## src/rtl/irq_pkg.sv

```systemverilog
// Shared constants and helpers for the vectored interrupt controller.
// Assumes sources are numbered from 1, with bit 0 being source 1.
package irq_pkg;
    localparam int unsigned NSRC_DEF  = 11;
    localparam int unsigned VEC_W_DEF = 8;
    // Bits 5..8 (sources 6..9) are reserved slots that never raise a request.
    localparam logic [NSRC_DEF-1:0] RSV_DEF = 11'b001_1110_0000;

    // Vector address of a zero-based source index: two-byte slots from 0x02.
    function automatic int unsigned vec_of(input int unsigned idx);
        return (idx + 1) * 2;
    endfunction
endpackage

```

## src/rtl/irq_pend_bank.sv

```systemverilog
// Pending flag bank: one flag per source. A fire sets the flag and a clear
// from acknowledge resets it, but a fire in the same cycle wins. Reserved
// slots are masked off at the input. Assumes single-cycle fire pulses.
module irq_pend_bank #(
    parameter int unsigned      NSRC = 11,
    parameter logic [NSRC-1:0]  RSV  = '0
) (
    input  logic            clk,
    input  logic            rst_n,
    input  logic [NSRC-1:0] fire,
    input  logic [NSRC-1:0] clr,
    output logic [NSRC-1:0] pend_q
);
    logic [NSRC-1:0] fire_ok;

    // Drop events on reserved slots.
    assign fire_ok = fire & ~RSV;

    // Update pending flags; a set overrides a same-cycle clear.
    always_ff @(posedge clk) begin
        if (!rst_n) pend_q <= '0;
        else        pend_q <= (pend_q & ~clr) | fire_ok;
    end

    // A non-reserved fire is always pending at the following edge.
    assert_fire_latched_R10: assert property (@(posedge clk) disable iff (!rst_n)
        (|fire_ok) |=> ((pend_q & $past(fire_ok)) == $past(fire_ok)));

    // A flag cannot drop unless acknowledge cleared it.
    assert_pend_held_R2: assert property (@(posedge clk) disable iff (!rst_n)
        1'b1 |=> ((($past(pend_q) & ~pend_q) & ~$past(clr)) == '0));
endmodule

```

## src/rtl/irq_prio_sel.sv

```systemverilog
// Fixed-priority selector: the lowest set index of req wins. Produces a
// one-hot grant, an any flag and the vector address of the winner.
// Purely combinational; assumes VEC_W is wide enough for 2*NSRC.
module irq_prio_sel #(
    parameter int unsigned NSRC  = 11,
    parameter int unsigned VEC_W = 8
) (
    input  logic [NSRC-1:0]  req,
    output logic [NSRC-1:0]  grant,
    output logic             any,
    output logic [VEC_W-1:0] vec
);
    logic [NSRC:0] seen;

    assign seen[0] = 1'b0;

    genvar g;
    generate
        for (g = 0; g < NSRC; g++) begin : g_chain
            // A bit wins only if no lower index is requesting.
            assign grant[g]  = req[g] & ~seen[g];
            assign seen[g+1] = seen[g] | req[g];
        end
    endgenerate

    assign any = seen[NSRC];

    // Encode the winning slot into its two-byte vector address.
    always_comb begin
        vec = '0;
        for (int i = 0; i < NSRC; i++) begin
            if (grant[i]) vec = VEC_W'(irq_pkg::vec_of(i));
        end
    end
endmodule

```

## src/rtl/irq_gie_ctl.sv

```systemverilog
// Global interrupt enable flag. A take clears it first; then di clears it;
// then ei or reti sets it. Assumes single-cycle instruction pulses.
module irq_gie_ctl (
    input  logic clk,
    input  logic rst_n,
    input  logic take_now,
    input  logic ei,
    input  logic di,
    input  logic reti,
    output logic gie_q
);
    // Resolve the enable flag by fixed precedence.
    always_ff @(posedge clk) begin
        if (!rst_n)          gie_q <= 1'b0;
        else if (take_now)   gie_q <= 1'b0;
        else if (di)         gie_q <= 1'b0;
        else if (ei || reti) gie_q <= 1'b1;
    end

    // Enable instructions without a competing clear turn interrupts on.
    assert_gie_set_R8: assert property (@(posedge clk) disable iff (!rst_n)
        ((ei || reti) && !di && !take_now) |=> gie_q);

    // Without any control pulse the flag holds.
    assert_gie_hold_R8: assert property (@(posedge clk) disable iff (!rst_n)
        (!ei && !di && !reti && !take_now) |=> $stable(gie_q));
endmodule

```

## src/rtl/irq_vector_ctrl.sv

```systemverilog
// Prioritized vectored interrupt controller. It latches source events,
// masks them per source and globally, and at an instruction boundary
// acknowledges the winning request in one edge: it clears gie and the
// winner's pending flag and emits a one-cycle take with the vector address.
// Assumes the core holds boundary for one cycle per completed instruction.
module irq_vector_ctrl #(
    parameter int unsigned          NSRC  = irq_pkg::NSRC_DEF,
    parameter int unsigned          VEC_W = irq_pkg::VEC_W_DEF,
    parameter logic [NSRC-1:0]      RSV   = irq_pkg::RSV_DEF
) (
    input  logic             clk,
    input  logic             rst_n,
    input  logic [NSRC-1:0]  src_fire,
    input  logic             en_wr,
    input  logic [NSRC-1:0]  en_wdata,
    input  logic             boundary,
    input  logic             ei,
    input  logic             di,
    input  logic             reti,
    output logic             take,
    output logic [VEC_W-1:0] take_vec,
    output logic             irq_sense,
    output logic             gie
);
    localparam int unsigned MAX_VEC = 2 * NSRC;

    logic [NSRC-1:0]  pend_q;
    logic [NSRC-1:0]  en_q;
    logic [NSRC-1:0]  req;
    logic [NSRC-1:0]  grant;
    logic [NSRC-1:0]  clr;
    logic             any_req;
    logic             take_now;
    logic             gie_q;
    logic [VEC_W-1:0] win_vec;
    logic             take_q;
    logic [VEC_W-1:0] vec_q;

    // Enable mask register, loaded whole by software.
    always_ff @(posedge clk) begin
        if (!rst_n)     en_q <= '0;
        else if (en_wr) en_q <= en_wdata;
    end

    assign req = pend_q & en_q;

    irq_pend_bank #(.NSRC(NSRC), .RSV(RSV)) u_pend (
        .clk(clk), .rst_n(rst_n), .fire(src_fire), .clr(clr), .pend_q(pend_q)
    );

    irq_prio_sel #(.NSRC(NSRC), .VEC_W(VEC_W)) u_sel (
        .req(req), .grant(grant), .any(any_req), .vec(win_vec)
    );

    // Acknowledge only at a boundary with interrupts globally on.
    assign take_now = boundary & gie_q & any_req;
    assign clr      = take_now ? grant : '0;

    irq_gie_ctl u_gie (
        .clk(clk), .rst_n(rst_n), .take_now(take_now),
        .ei(ei), .di(di), .reti(reti), .gie_q(gie_q)
    );

    // Register the call request and its vector for the core.
    always_ff @(posedge clk) begin
        if (!rst_n) begin
            take_q <= 1'b0;
            vec_q  <= '0;
        end else begin
            take_q <= take_now;
            vec_q  <= take_now ? win_vec : '0;
        end
    end

    assign take      = take_q;
    assign take_vec  = vec_q;
    assign irq_sense = |req;
    assign gie       = gie_q;

    // At most one source is granted at a time.
    assert_one_grant_R4: assert property (@(posedge clk) disable iff (!rst_n)
        $onehot0(grant));

    // A take follows a boundary with interrupts enabled.
    assert_take_at_boundary_R6: assert property (@(posedge clk) disable iff (!rst_n)
        take |-> ($past(boundary) && $past(gie_q)));

    // The taking edge has also cleared the global enable.
    assert_take_clears_gie_R7: assert property (@(posedge clk) disable iff (!rst_n)
        take |-> !gie_q);

    // The vector is an even, in-range slot, never the reset entry.
    assert_vec_range_R4: assert property (@(posedge clk) disable iff (!rst_n)
        take |-> (take_vec[0] == 1'b0 && take_vec >= VEC_W'(2)
                  && take_vec <= VEC_W'(MAX_VEC)));

    // A take never repeats on consecutive cycles (gie was cleared).
    assert_take_single_R6: assert property (@(posedge clk) disable iff (!rst_n)
        take |=> !take);
endmodule

```

## config.mk

```make
export PLATFORM = sky130hd
export DESIGN_NAME = irq_vector_ctrl
export DESIGN_NICKNAME = d
export VERILOG_FILES = /design/src/rtl/irq_pkg.sv /design/src/rtl/irq_pend_bank.sv /design/src/rtl/irq_prio_sel.sv /design/src/rtl/irq_gie_ctl.sv /design/src/rtl/irq_vector_ctrl.sv
export SDC_FILE = /design/constraint.sdc
export NUM_CORES = 1
export LEC_CHECK = 0
export ABC_AREA = 1
export BUFFER_PORTS_ARGS = -buffer_cell sky130_fd_sc_hd__buf_4
export CAP_MARGIN = 40
export CORE_MARGIN = 4
export CORE_UTILIZATION = 35
export DETAILED_ROUTE_END_ITERATION = 16
export GPL_ROUTABILITY_DRIVEN = 1
export PLACE_DENSITY_LB_ADDON = 0.3
export RECOVER_POWER = 50
export SKIP_LAST_GASP = 1
export SYNTH_ARGS = -nofsm -noshare
export SYNTH_HDL_FRONTEND = slang
export SYNTH_SLANG_ARGS = --single-unit
```

## constraint.sdc

```tcl
create_clock -name clk -period 1.2 [get_ports clk]
set_input_delay 0.18 -clock clk [delete_from_list [all_inputs] [get_ports clk]]
set_output_delay 0.18 -clock clk [all_outputs]
set_load 0.02 [all_outputs]
```

* Word level (Yosys, flattened, before mapping)
Index checks and enable logic that the tools add are counted.
** Storage, ports and cells
- Register bits after elaboration :: 32
- Bits of input ports :: 29
- Output and inout port bits :: 11
- Logic and storage cells :: 63
** Cells by class
- Multiplexer cells :: 12
- Bitwise gates (word level) :: 38
- Reductions and logical operators :: 6
** Operators with widths (number)
- two-way mux 5 bit :: 9
- bitwise AND 11 bit :: 2
- bitwise AND 1 bit :: 12
- NOT 1 bit :: 12
- OR reduction 12 bit :: 1
- two-way mux 11 bit :: 1
- NOT 11 bit :: 1
- OR 11 bit :: 1
- OR reduction 11 bit :: 1
- OR 1 bit :: 10
- OR reduction 6 bit :: 1
- two-way mux 3 bit :: 1
- OR reduction 3 bit :: 1
- two-way mux 2 bit :: 1
- AND reduction 2 bit :: 1
- logical OR 1 bit :: 1

* Depth between registers and ports, before layout
Gate-level depths: netlist of the first run.
- Depth after elaboration :: 16
- Gate-level depth with buffers :: 9
- Gate-level depth less buffers :: 9

* Modules after synthesis
A second synthesis of the first run with hierarchy kept.
** Unflattened totals
- Cells, all modules :: 235
- Area total of the unflattened synthesis :: 1530.2 um^2
** Modules (own cells, without submodules)
- irq_vector_ctrl :: instances 1, cells an instance 131, area each 845.8 um^2, sequential area each 400.4 um^2
- irq_pend_bank :: instances 1, cells an instance 48, area each 367.9 um^2, sequential area each 220.2 um^2
- irq_prio_sel :: instances 1, cells an instance 48, area each 270.3 um^2, sequential area each 0.0 um^2
- irq_gie_ctl :: instances 1, cells an instance 8, area each 46.3 um^2, sequential area each 20.0 um^2

* Least setup slack after synthesis of the first run
No wires, ideal clock.
- Kind :: flip-flop to flip-flop
- Start point :: reg u_pend.pend_q[9]
- End point :: reg vec_q[1] (netlist: take_vec[1])
- Setup time :: 0.116 ns
- Data arrival time :: 1.109 ns
- Required time :: 1.084 ns
- Setup slack :: -0.025 ns
- Stages on the path, launching flop included :: 9
- Buffers on the path :: 0
- Period minus slack after synthesis :: 1.225 ns
- Cells stage by stage :: dfxtp_1 > nand2_2 > inv_1 > nor3_2 > nand3_4 > nand2_4 > inv_2 > nand2_4 > a21oi_1
** On the way
- Longest elaborated chain between the ends :: 5
- Elaborated cells on any way between the ends :: 10
- Classes of those cells :: 2 x mux; 7 x bitwise; 1 x reduce/logical
** Ends and longest elaborated chain
- start, declared :: RTL line irq_pend_bank.sv:12 : output logic [NSRC-1:0] pend_q
- start signal, assigned :: RTL line irq_pend_bank.sv:22 : else pend_q <= (pend_q & ~clr) | fire_ok;
- bitwise AND 11 bit (*) :: RTL line irq_vector_ctrl.sv:45 : assign req = pend_q & en_q;
- OR 1 bit :: RTL line irq_prio_sel.sv:22 : assign seen[g+1] = seen[g] | req[g];
- OR 1 bit or NOT 1 bit (tied branches) :: RTL line irq_prio_sel.sv:22, irq_prio_sel.sv:21
- bitwise AND 1 bit, on equally long branches :: RTL line irq_vector_ctrl.sv:56, irq_prio_sel.sv:21
- AND reduction 2 bit (no source line) or two-way mux 5 bit (tied branches)
- end signal, assigned :: RTL line irq_vector_ctrl.sv:71 : vec_q <= take_now ? win_vec : '0;
- end, declared :: RTL line irq_vector_ctrl.sv:37 : logic [VEC_W-1:0] vec_q;
Every way passes the cells marked *; elsewhere a longest branch is shown, timed or not.
A chain may end at the register's enable or synchronous reset.

* Final worst setup path of the first run
- Start point :: reg u_pend.pend_q[9]
- End point :: out irq_sense
** On the way
- Longest elaborated chain between the ends :: 2
** Ends and longest elaborated chain
- bitwise AND 11 bit :: RTL line irq_vector_ctrl.sv:45
- OR reduction 11 bit :: RTL line irq_vector_ctrl.sv:77 : assign irq_sense = |req;
- end, declared :: RTL line irq_vector_ctrl.sv:22 : output logic irq_sense,
No other way between the ends.

==> reports/qor.log, run 1 <==
qor: outcome.outcome finished with violations
qor: outcome.failing_checks negative setup slack
qor: sta.finalWorstPathRequiredPeriod 1.419 ns
qor: synthesis.post_synth_instance_area 0.001254 mm^2
qor: route.route.detailed.drc 0
qor: sta.setup_ws_final -0.2186 ns
qor: sta.slew_viol_final 0
qor: clock_network.cts_made_buffers 3
qor: final_layout.count_of_antenna_diodes_in_the_layout 0
qor: clock_network.cts_htree_levels 1
qor: clock_network.clock_latency 0.32 ns
qor: min_path.whs_path_depth 3
qor: global_route.initial_antenna_violation_count 0
qor: floorplanning.io_pins 40
qor: route.detail-route-antenna-nets 0
qor: synthesis.synth_sequential_area_ratio 44.71%
qor: critical_path.crit_fanout 3
qor: synthesis.synth-seq-cells 28
qor: sta.grt_setup_unrepaired yes
qor: final_layout.post_layout_nonfiller_instances 267
qor: floorplanning.fp.dieArea 0.004604 mm^2
qor: critical_path.worstReg2RegEnd take_vec[1]
qor: route.detailed_route_wire_length 3.063 mm
qor: route.first_pass_iters 4
qor: sta.setup_viol 18
qor: placement.place.detailed.instances 249
qor: floorplanning.initial_core_util 36.99%
qor: flow_run.cap_viol_max_count 0
qor: clock_network.cts_buffer_depth 2
qor: final_layout.final_layout_size_suffix_gt1_share 55.66%
qor: min_path.min-delay-path-class in -> reg
qor: sta.fmax 0.7049 GHz
qor: route.wl_per_cell 11.47 um
qor: power.vdd_drop_max 0.4249 mV
qor: floorplanning.area_of_the_core 0.003390 mm^2
qor: global_route.overflow_left_after_global_routing 0
qor: critical_path.rr_startpoint u_pend.pend_q[9]
qor: route.detailroute.via_count 1219
qor: floorplanning.die_height 67.85 um
qor: synthesis.postSynthCellCount 165
qor: synthesis.syn-mean-instance-area 7.598 um^2
qor: min_path.hold_path_end u_pend.pend_q[0]
qor: clock_network.clk_root_buffer_cell clkbuf_4
qor: route.route.detailed.vias_per_inst 4.566
qor: power.report.power.total 1830 uW
qor: global_route.grt_pass1_wl 4.754 mm
qor: critical_path.crit_path_end_kind primary output
qor: final_layout.areaGrowthSynthToFinish 53.59%
qor: critical_path.r2r_setup_slack -0.13 ns
qor: clock_network.cts_tree done
qor: sta.timing.clock.skew 0.009883 ns
qor: critical_path.timing.setup.critical_path_class reg -> out
qor: clock_network.cts.clk_slew.worst_paths 0.14 ns
qor: final_layout.num-nets-final 252
qor: global_route.track_usage 13.53%
qor: critical_path.cp_data_arrival_time 1.24 ns
qor: sta.finalCritPeriodShare 118.2%
qor: synthesis.ys_types 26
qor: synthesis.yosys_warnings 0
qor: critical_path.startpoint_type flop
qor: clock_network.numClockSinks 28
qor: global_route.pin_count_of_the_biggest_net_entering_global_routing 15
qor: route.drt_first_iter_violations 55
qor: floorplanning.rows 21
qor: power.power_density 950.4 mW/mm^2
qor: global_route.grt_pass1_vias 1113
qor: critical_path.worst_r2r_path_depth 9
qor: floorplanning.fp.dieW 67.85 um
qor: sta.timing_hold_violations_final 0
qor: placement.detailedPlacementHpwl 2.008 mm
qor: min_path.hp-start src_fire[0]
qor: placement.port_buffers 31
qor: power.leakage_component_of_the_power 0.0009258 uW
qor: placement.routabilityCongestion 0.8067
qor: critical_path.cp_data_required_time 1.02 ns
[area by class of cell]
cell class                      count  area, um^2
Clock buffer                        3       22.52
Fill cell                         303        1464
Inverter                           13       55.05
Multi-Input combinational cell    119       752.0
Sequential cell                    28       578.1
Tap cell                           46       57.56
Timing Repair Buffer               58       460.4
[cells in the mapped netlist]
cell / count / share of area [%]
inv_1: 11 / 3.3
nor2_2: 3 / 1.5
clkbuf_1: 4 / 1.2
conb_1: 1 / 0.30
o21ai_0: 11 / 4.4
nor2_1: 38 / 11
nand2_2: 5 / 2.5
nand3_4: 1 / 1.4
and2_1: 1 / 0.50
inv_2: 2 / 0.60
nor2_8: 1 / 1.6
nor3_1: 2 / 0.80
a21oi_2: 1 / 0.70
and3_1: 1 / 0.50
buf_4: 4 / 2.4
o31ai_1: 1 / 0.60
a21oi_1: 9 / 3.6
dfxtp_1: 28 / 45
nand3_2: 1 / 0.80
nor2_4: 1 / 0.90
nand2_4: 3 / 2.7
nor3_2: 2 / 1.6
o21ai_1: 4 / 1.6
nand4_1: 3 / 1.5
nand2_1: 18 / 5.4
nand3_1: 9 / 3.6
[where the power goes]
group,internal [uW],leakage [uW],switching [uW]
registers,981,0.000235,37.2
logic,215,0.000677,218
clock network,118,0.0000138,260
total,1310,0.000926,516
[worst max-delay path, cell delays in order (launching register included)]
cell	delay [ns]
dfxtp_2	0.35
nand2_2	0.07
inv_2	0.05
nor3_4	0.20
nand3_4	0.11
buf_6	0.14
[per-stage QoR]
step | instance area, um^2 | setup slack, ns | util (%) | hold WS (ns) | setup TNS (ns)
floorplan | 1274 | -0.01768 | - | 0.2486 | -0.05765
global placement | 1609 | -0.06914 | 47.47 | 0.3450 | -0.4256
detailed placement | 1609 | -0.08385 | 47.47 | 0.3456 | -0.4971
CTS | 1778 | -0.2207 | 52.45 | 0.04301 | -1.334
global route | 1926 | -0.2787 | 56.81 | 0.04962 | -3.220
finish | 1926 | -0.2186 | 56.81 | 0.04945 | -1.681
[per-layer routing]
| layer | up-vias | wire length, um | GRT usage, % |
|---|---|---|---|
| met5 | - | 0 | 0 |
| met4 | 0 | 82 | 5.211 |
| met1 | 550 | 1329 | 15.96 |
| met3 | 8 | 97 | 1.478 |
| met2 | 23 | 1553 | 24.91 |
| li1 | 638 | - | - |
[state kept, by name, indices dropped and copies added (netlist names)]
register	count
take	1
u_pend.pend_q	11
take_vec	4
u_gie.gie_q	1
en_q	11
[layout by cell type (no fill, tap or decap), types with 2 or more instances in the layout]
cell type,n
buf_4,51
nor2_1,36
dfxtp_2,14
dfxtp_1,14
o21ai_0,11
nand2_1,9
nand2_2,9
nand2_4,7
inv_1,6
a21oi_2,6
nand3_2,6
buf_6,6
inv_2,5
nand3_1,4
nor2_2,4
a21oi_1,4
o21ai_1,4
conb_1,4
nor3_4,3
nand4_1,3
clkbuf_4,3
nor2_4,2
[worst max path at each step]
stage                     slack [ns]  cells after the start               end        startpoint
after global routing           -0.28                      5         irq_sense  u_pend.pend_q[9]
after detailed placement       -0.08                      8  u_pend.pend_q[9]  u_pend.pend_q[2]
final                          -0.22                      5         irq_sense  u_pend.pend_q[9]
after global placement         -0.07                      8  u_pend.pend_q[9]  u_pend.pend_q[2]
after CTS                      -0.22                      5         irq_sense           en_q[8]
after floorplan                -0.02                      8       take_vec[1]           en_q[9]
[repair_timing]
action                     4_1_cts  5_1_grt
cloned                           0        0
resized for setup               32       29
setup buffers                    7        8
hold buffers                     1        0
pin swaps                       12       15
hold endpoints to repair         1        0
setup endpoints to repair       14       18
[cells by family after synthesis]
family                 after synthesis  share of synthesized area (%)
flip-flops                          28                          44.71
AO/OA/AOI/OAI                       26                          10.88
AND/OR/NAND/NOR                     89                          36.63
buffers and inverters               21                          7.485
other                                1                         0.2991
Power figures use the tool's default switching activity.
==> run 2: changes to the inputs <==
Settings changed: SKIP_LAST_GASP 1 to unset.
==> run 2 against run 1 <==
  * The run still ends with negative setup slack left
  * Critical path depth unchanged
  * Clock skew up 0.0026 ns
  * Maximum frequency down 0.43%
  * Combinational power up 4.8%
  * Highest routed layer unchanged
==> reports/qor.log, run 2 (synthesized netlist as in run 1, its figures left out) <==
qor: clock_network.cts_htree_levels 1 [unchanged]
qor: power.intPower 1326 uW [was 1314 uW]
qor: final_layout.num-nets-final 250 [was 252]
qor: sta.finalWorstPathRequiredPeriod 1.425 ns [was 1.419 ns]
qor: sta.hold_ws 0.04363 ns [was 0.04945 ns]
qor: power.sw_frac_of_total 28.51% [was 28.20%]
qor: power.vdd_drop_max 0.4355 mV [was 0.4249 mV]
qor: sta.finalCritPeriodShare 118.7% [was 118.2%]
qor: critical_path.critical_path.endpoint irq_sense [unchanged]
qor: critical_path.cp_data_arrival_time 1.24 ns [about the same]
qor: final_layout.sequential_cell_area 576.8 um^2 [was 578.1 um^2]
qor: final_layout.final.fill_count 296 [was 303]
qor: flow_run.cap_viol_max_count 0 [unchanged]
qor: critical_path.worst_r2r_path_depth 10 [was 9]
qor: sta.setup_ws_final -0.2247 ns [was -0.2186 ns]
qor: clock_network.cts_tree done [unchanged]
qor: global_route.track_usage 13.60% [was 13.53%]
qor: global_route.pin_count_of_the_biggest_net_entering_global_routing 15 [unchanged]
qor: critical_path.crit_fanout 3 [unchanged]
qor: critical_path.cp_data_required_time 1.02 ns [about the same]
qor: clock_network.clock_latency 0.33 ns [was 0.32 ns]
qor: final_layout.areaGrowthSynthToFinish 54.89% [was 53.59%]
qor: final_layout.mostFrequentLayoutCell buf_4 [unchanged]
qor: floorplanning.fp.dieW 67.85 um [unchanged]
qor: outcome.outcome finished with violations [unchanged]
qor: global_route.grt_pass1_wl 4.781 mm [was 4.754 mm]
qor: route.detail-route-antenna-nets 0 [unchanged]
qor: final_layout.highest_count_cells_in_the_layout_ignoring_fill_and_taps 49 x buf_4, 37 x nor2_1, 15 x dfxtp_1 [was 51 x buf_4, 36 x nor2_1, 14 x dfxtp_2, 14 x dfxtp_1, 11 x o21ai_0]
qor: placement.detailedPlacementHpwl 2.008 mm [unchanged]
qor: clock_network.numClockSinks 28 [unchanged]
qor: final_layout.count_of_antenna_diodes_in_the_layout 0 [unchanged]
qor: final_layout.final_layout_size_suffix_gt1_share 53.88% [was 55.66%]
qor: floorplanning.rows 21 [unchanged]
qor: route.route.detailed.vias_per_inst 4.596 [was 4.566]
qor: route.wl_per_cell 11.72 um [was 11.47 um]
qor: clock_network.cts.clk_slew.worst_paths 0.15 ns [was 0.14 ns]
qor: global_route.grt_pass1_vias 1113 [unchanged]
qor: min_path.min-delay-path-class in -> reg [unchanged]
qor: critical_path.cpPeakStageDelay 0.35 ns [about the same]
qor: critical_path.crit_path_end_kind primary output [unchanged]
qor: power.leakage_component_of_the_power 0.0009153 uW [was 0.0009258 uW]
qor: clock_network.cts_buffer_depth 2 [unchanged]
qor: route.first_pass_iters 6 [was 4]
qor: critical_path.worstReg2RegEnd take_vec[1] [unchanged]
qor: sta.timing.clock.skew 0.01244 ns [was 0.009883 ns]
qor: global_route.initial_antenna_violation_count 0 [unchanged]
qor: outcome.failing_checks negative setup slack [unchanged]
qor: power.clock_power_share 20.6% [was 20.7%]
qor: critical_path.timing.critical_path.depth 5 [unchanged]
qor: power.power_density 955.3 mW/mm^2 [was 950.4 mW/mm^2]
qor: critical_path.worstSetupStartpoint u_pend.pend_q[9] [unchanged]
qor: final_layout.multi_input_area 769.5 um^2 [was 752.0 um^2]
qor: power.power.combinational.fraction 24.5% [was 23.7%]
qor: critical_path.worst_path_dominant_cell_family simple AND/OR/NAND/NOR gates [unchanged]
qor: global_route.overflow_left_after_global_routing 0 [unchanged]
qor: floorplanning.die_height 67.85 um [unchanged]
qor: sta.timing_hold_violations_final 0 [unchanged]
qor: power.seq_power_share 54.9% [was 55.6%]
qor: route.route.detailed.drc 0 [unchanged]
qor: route.detailed_route_wire_length 3.106 mm [was 3.063 mm]
qor: power.p_sw 528.9 uW [was 516.0 uW]
qor: final_layout.layout_top_registers en_q x11, u_pend.pend_q x11, take_vec x4 [unchanged]
qor: floorplanning.area_of_the_core 0.003390 mm^2 [unchanged]
qor: critical_path.critPathBufInv 2 [unchanged]
qor: critical_path.startpoint_type flop [unchanged]
qor: sta.fmax 0.7019 GHz [was 0.7049 GHz]
qor: clock_network.clk_root_buffer_cell clkbuf_4 [unchanged]
qor: floorplanning.fp.dieArea 0.004604 mm^2 [unchanged]
qor: floorplanning.initial_core_util 36.99% [unchanged]
qor: sta.slew_viol_final 0 [unchanged]
qor: critical_path.rr_startpoint u_pend.pend_q[9] [unchanged]
qor: floorplanning.io_pins 40 [unchanged]
qor: critical_path.r2r_setup_slack -0.21 ns [was -0.13 ns]
qor: sta.setup_viol 18 [unchanged]
qor: critical_path.crit_chain nand2_2 > inv_2 > nor3_4 > nand3_4 > buf_6 [unchanged]
qor: clock_network.cts_made_buffers 3 [unchanged]
qor: critical_path.timing.setup.critical_path_class reg -> out [unchanged]
qor: route.detailroute.via_count 1218 [was 1219]
qor: sta.grt_setup_unrepaired yes [unchanged]
qor: critical_path.critical-path-slowest-cell dfxtp_2 [unchanged]
qor: placement.routabilityCongestion 0.8067 [unchanged]
qor: placement.pre_cts_slack -0.08385 ns [unchanged]
qor: placement.port_buffers 31 [unchanged]
qor: route.drt_first_iter_violations 33 [was 55]
## run 2: routing by layer
| layer | wire, um | global-route usage [%] |
|---|---|---|
| met1 | 1333 | 16.06 |
| met2 | 1611 | 25.03 |
| met4 | 53 | 5.211 |
| met5 | 0 | 0 |
| met3 | 109 | 1.478 |
## run 2: worst min-delay path by stage
| stage | start | to | depth (start not counted) |
|---|---|---|---|
| floorplan | di | u_gie.gie_q | 1 |
| global placement | di | u_gie.gie_q | 2 |
| detailed placement | di | u_gie.gie_q | 2 |
| CTS | src_fire[0] | u_pend.pend_q[0] | 3 |
| global route | src_fire[0] | u_pend.pend_q[0] | 3 |
| finish | src_fire[0] | u_pend.pend_q[0] | 3 |
## run 2: per-stage QoR
stage | total power, uW | setup TNS [ns] | area, um^2 | utilization, % | cells
final | 1855 | -2.731 | 1942 | 57.29 | 265
after global routing | 1945 | -3.970 | 1942 | 57.29 | 265
after floorplan | 1215 | -0.05765 | 1274 | - | 168
after detailed placement | 1341 | -0.4971 | 1609 | 47.47 | 249
after global placement | 1339 | -0.4256 | 1609 | 47.47 | 249
after CTS | 1780 | -1.314 | 1788 | 52.75 | 260
## run 2: timing repair
action / 4_1_cts / 5_1_grt
endpoints found under the setup margin: 14 / 18
endpoints found under the hold margin: 1 / 0
setup buffers: 7 / 5
resized for setup: 35 / 26
pin swaps: 12 / 9
hold buffers: 1 / 0
## run 2: power groups by stage
stage          sequential, uW  clock [uW]  combinational, uW
3_5_place_dp             1020           0                318
3_3_place_gp             1020           0                316
4_1_cts                  1010         395                372
5_1_grt                  1020         427                494
2_1_floorplan            1020           0                193
6_report                 1020         382                455
## run 2: cell type report
| class | count | area share, % |
|---|---|---|
| Multi-Input combinational cell | 119 | 39.63 |
| Timing Repair Buffer | 56 | 23.58 |
| Clock buffer | 3 | 1.160 |
| Tap cell | 46 | 2.964 |
| Inverter | 13 | 2.964 |
| Sequential cell | 28 | 29.70 |
## run 2: worst reg2reg max path, cell delays in order, from the launching register on
cell and delay [ns]:
dfxtp_2 0.35, nand2_2 0.07, inv_2 0.05, nor3_4 0.20, nand3_4 0.11, buf_4 0.15, buf_8 0.13, nand2_8 0.09
inv_6 0.05, nand2_8 0.08, a21oi_1 0.04
==> run 3: changes to the inputs <==
Settings changed: CORE_MARGIN 4 to unset, PLACE_DENSITY_LB_ADDON 0.3 to unset.
==> run 3 against run 2 <==
  * The run still ends with negative setup slack left
  * Clock-buffer cell count is the same
  * Combinational power decreased by 2%
  * Core utilization rose by 0.66 points
  * Sequential cell count did not move
  * Clock power up 66%
  * Setup slack better by 0.0011 ns
  * Critical endpoint unchanged
  * Largest cell class unchanged
==> reports/qor.log, run 3 (synthesized netlist as in run 1, its figures left out) <==
qor: sta.grt_setup_unrepaired yes [unchanged]
qor: route.route.detailed.vias_per_inst 4.713 [was 4.596]
qor: sta.hold_ws 0.03363 ns [was 0.04363 ns]
qor: clock_network.cts_htree_levels 1 [unchanged]
qor: sta.slew_viol_final 0 [unchanged]
qor: critical_path.rr_startpoint en_q[0] [was u_pend.pend_q[9]]
qor: floorplanning.rows 21 [unchanged]
qor: final_layout.final_layout_size_suffix_gt1_share 56.16% [was 53.88%]
qor: placement.cell_area_placed 0.001609 mm^2 [unchanged]
qor: route.drt_first_iter_violations 57 [was 33]
qor: critical_path.cpPeakStageDelay 0.36 ns [was 0.35 ns]
qor: global_route.grt_pass1_vias 1138 [was 1113]
qor: sta.finalCritPeriodShare 118.6% [was 118.7%]
qor: final_layout.highest_count_cells_in_the_layout_ignoring_fill_and_taps 48 x buf_4, 38 x nor2_1, 16 x dfxtp_2 [was 49 x buf_4, 37 x nor2_1, 15 x dfxtp_1]
qor: sta.timing.clock.skew 0.01044 ns [was 0.01244 ns]
qor: global_route.initial_antenna_violation_count 0 [unchanged]
qor: clock_network.cts_made_buffers 3 [unchanged]
qor: route.detailroute.via_count 1249 [was 1218]
qor: outcome.failing_checks negative setup slack [unchanged]
qor: clock_network.clk_root_buffer_cell clkbuf_4 [unchanged]
qor: critical_path.crit_fanout 2 [was 3]
qor: critical_path.cp_data_arrival_time 1.24 ns [about the same]
qor: power.vdd_drop_max 0.5696 mV [was 0.4355 mV]
qor: route.detail-route-antenna-nets 0 [unchanged]
qor: floorplanning.fp.dieArea 0.003825 mm^2 [was 0.004604 mm^2]
qor: power.power_density 1070 mW/mm^2 [was 955.3 mW/mm^2]
qor: flow_run.cap_viol_max_count 0 [unchanged]
qor: floorplanning.area_of_the_core 0.003390 mm^2 [unchanged]
qor: min_path.hold_path_end u_pend.pend_q[0] [unchanged]
qor: critical_path.worst_r2r_path_depth 10 [unchanged]
qor: route.route.detailed.drc 0 [unchanged]
qor: sta.worst_pin_slew 0.5922 ns
qor: critical_path.r2r_setup_slack -0.22 ns [was -0.21 ns]
qor: sta.timing_hold_violations_final 0 [unchanged]
qor: power.leakage_component_of_the_power 0.0009333 uW [was 0.0009153 uW]
qor: critical_path.cp_data_required_time 1.02 ns [about the same]
qor: global_route.overflow_left_after_global_routing 0 [unchanged]
qor: clock_network.cts.clk_slew.worst_paths 0.16 ns [was 0.15 ns]
qor: clock_network.clock_latency 0.34 ns [was 0.33 ns]
qor: min_path.min-delay-path-class in -> reg [unchanged]
qor: critical_path.timing.setup.critical_path_class reg -> out [unchanged]
qor: power.report.power.total 2102 uW [was 1855 uW]
qor: min_path.whs_path_depth 3 [unchanged]
qor: final_layout.mostFrequentLayoutCell buf_4 [unchanged]
qor: critical_path.worstReg2RegEnd u_pend.pend_q[1] [was take_vec[1]]
qor: global_route.grtUsageMet3 3.106% [was 1.478%]
qor: outcome.outcome finished with violations [unchanged]
qor: sta.setup_viol 18 [unchanged]
qor: floorplanning.io_pins 40 [unchanged]
qor: final_layout.num-nets-final 249 [was 250]
qor: final_layout.count_of_antenna_diodes_in_the_layout 0 [unchanged]
qor: min_path.hp-start src_fire[0] [unchanged]
qor: sta.finalWorstPathRequiredPeriod 1.424 ns [was 1.425 ns]
qor: global_route.track_usage 17.89% [was 13.60%]
qor: placement.routabilityCongestion 0.7939 [was 0.8067]
qor: global_route.grt_pass1_wl 4.912 mm [was 4.781 mm]
qor: clock_network.cts_buffer_depth 2 [unchanged]
qor: route.wl_per_cell 12.43 um [was 11.72 um]
qor: global_route.grt_util_met2 31.80% [was 25.03%]
qor: critical_path.crit_path_end_kind primary output [unchanged]
qor: critical_path.startpoint_type flop [unchanged]
qor: global_route.grt_use_met1 21.17% [was 16.06%]
qor: placement.detailedPlacementHpwl 2.113 mm [was 2.008 mm]
qor: final_layout.layout.cell_area.non_filler 0.001964 mm^2 [was 0.001942 mm^2]
qor: final_layout.areaGrowthSynthToFinish 56.69% [was 54.89%]
qor: floorplanning.fp.dieW 61.85 um [was 67.85 um]
qor: sta.max-slew-margin-rel 60.48%
qor: clock_network.cts_tree done [unchanged]
qor: global_route.global_route.peak_usage_layer met2 [unchanged]
qor: placement.port_buffers 31 [unchanged]
qor: critical_path.crit_chain nand2_2 > nand2_4 > nor2_8 > nand3_4 > buf_6 [was nand2_2 > inv_2 > nor3_4 > nand3_4 > buf_6]
qor: final_layout.finalCoreUtilization 57.96% [was 57.29%]
qor: clock_network.numClockSinks 28 [unchanged]
qor: global_route.pin_count_of_the_biggest_net_entering_global_routing 17 [was 15]
qor: floorplanning.die_height 61.85 um [was 67.85 um]
qor: floorplanning.initial_core_util 36.99% [unchanged]
qor: sta.setup_ws_final -0.2236 ns [was -0.2247 ns]
qor: route.first_pass_iters 4 [was 6]
qor: route.detailed_route_wire_length 3.295 mm [was 3.106 mm]
qor: sta.fmax 0.7024 GHz [was 0.7019 GHz]
qor: critical_path.critical-path-slowest-cell dfxtp_2 [unchanged]
qor: final_layout.layout_top_registers en_q x11, u_pend.pend_q x11, take_vec x4 [unchanged]
-- run 3: worst max-delay path, delay by kind of cell, from the launching register on --
| kind | cells | cell delay [ns] |
|---|---|---|
| AND/OR/NAND/NOR | 4 | 0.39 |
| flip-flops | 1 | 0.36 |
| buffers and inverters | 1 | 0.14 |
-- run 3: where the power goes --
group	total, uW	internal, uW	switching, uW
Clock	635	338	297
Sequential	1020	982	37.6
Combinational	447	216	231
Total	2100	1540	565
-- run 3: metrics by stage --
stage	cells	setup slack (ns)	TNS [ns]
floorplan	168	-0.01768	-0.05765
global placement	249	-0.05641	-0.3644
detailed placement	249	-0.09662	-0.6740
CTS	262	-0.2261	-1.551
global route	265	-0.3014	-4.544
finish	265	-0.2236	-3.189
-- run 3: worst max path at each step --
stage / start / to / slack [ns]
floorplan: en_q[9] / take_vec[1] / -0.02
global placement: u_pend.pend_q[2] / u_pend.pend_q[9] / -0.06
detailed placement: u_pend.pend_q[2] / u_pend.pend_q[9] / -0.1
CTS: en_q[8] / irq_sense / -0.23
global route: en_q[0] / irq_sense / -0.30
finish: en_q[0] / irq_sense / -0.22
-- run 3: what timing repair did --
item / CTS / global route
setup buffers: 8 / 4
setup endpoints to repair: 18 / 18
gates resized for setup: 40 / 23
hold endpoints to repair: 1 / 0
gates cloned: 0 / 0
pin swaps: 12 / 19
hold buffers: 1 / 0
-- run 3: area by class of cell --
type | instances | area (um^2)
fill | 292 | 1425
multi-input combinational | 119 | 780.7
sequential | 28 | 580.6
timing repair buffer | 55 | 441.7
tap | 46 | 57.56
inverter | 13 | 51.30
clock inverter | 1 | 30.03
clock buffer | 3 | 22.52
-- run 3: layer usage --
metal / vias up / share of wire [%] / wire length, um
met3: 5 / 2.1 / 70
met2: 22 / 51 / 1692
met5: - / 0 / 0
met1: 590 / 45 / 1477
li1: 632 / - / -
met4: 0 / 1.7 / 55
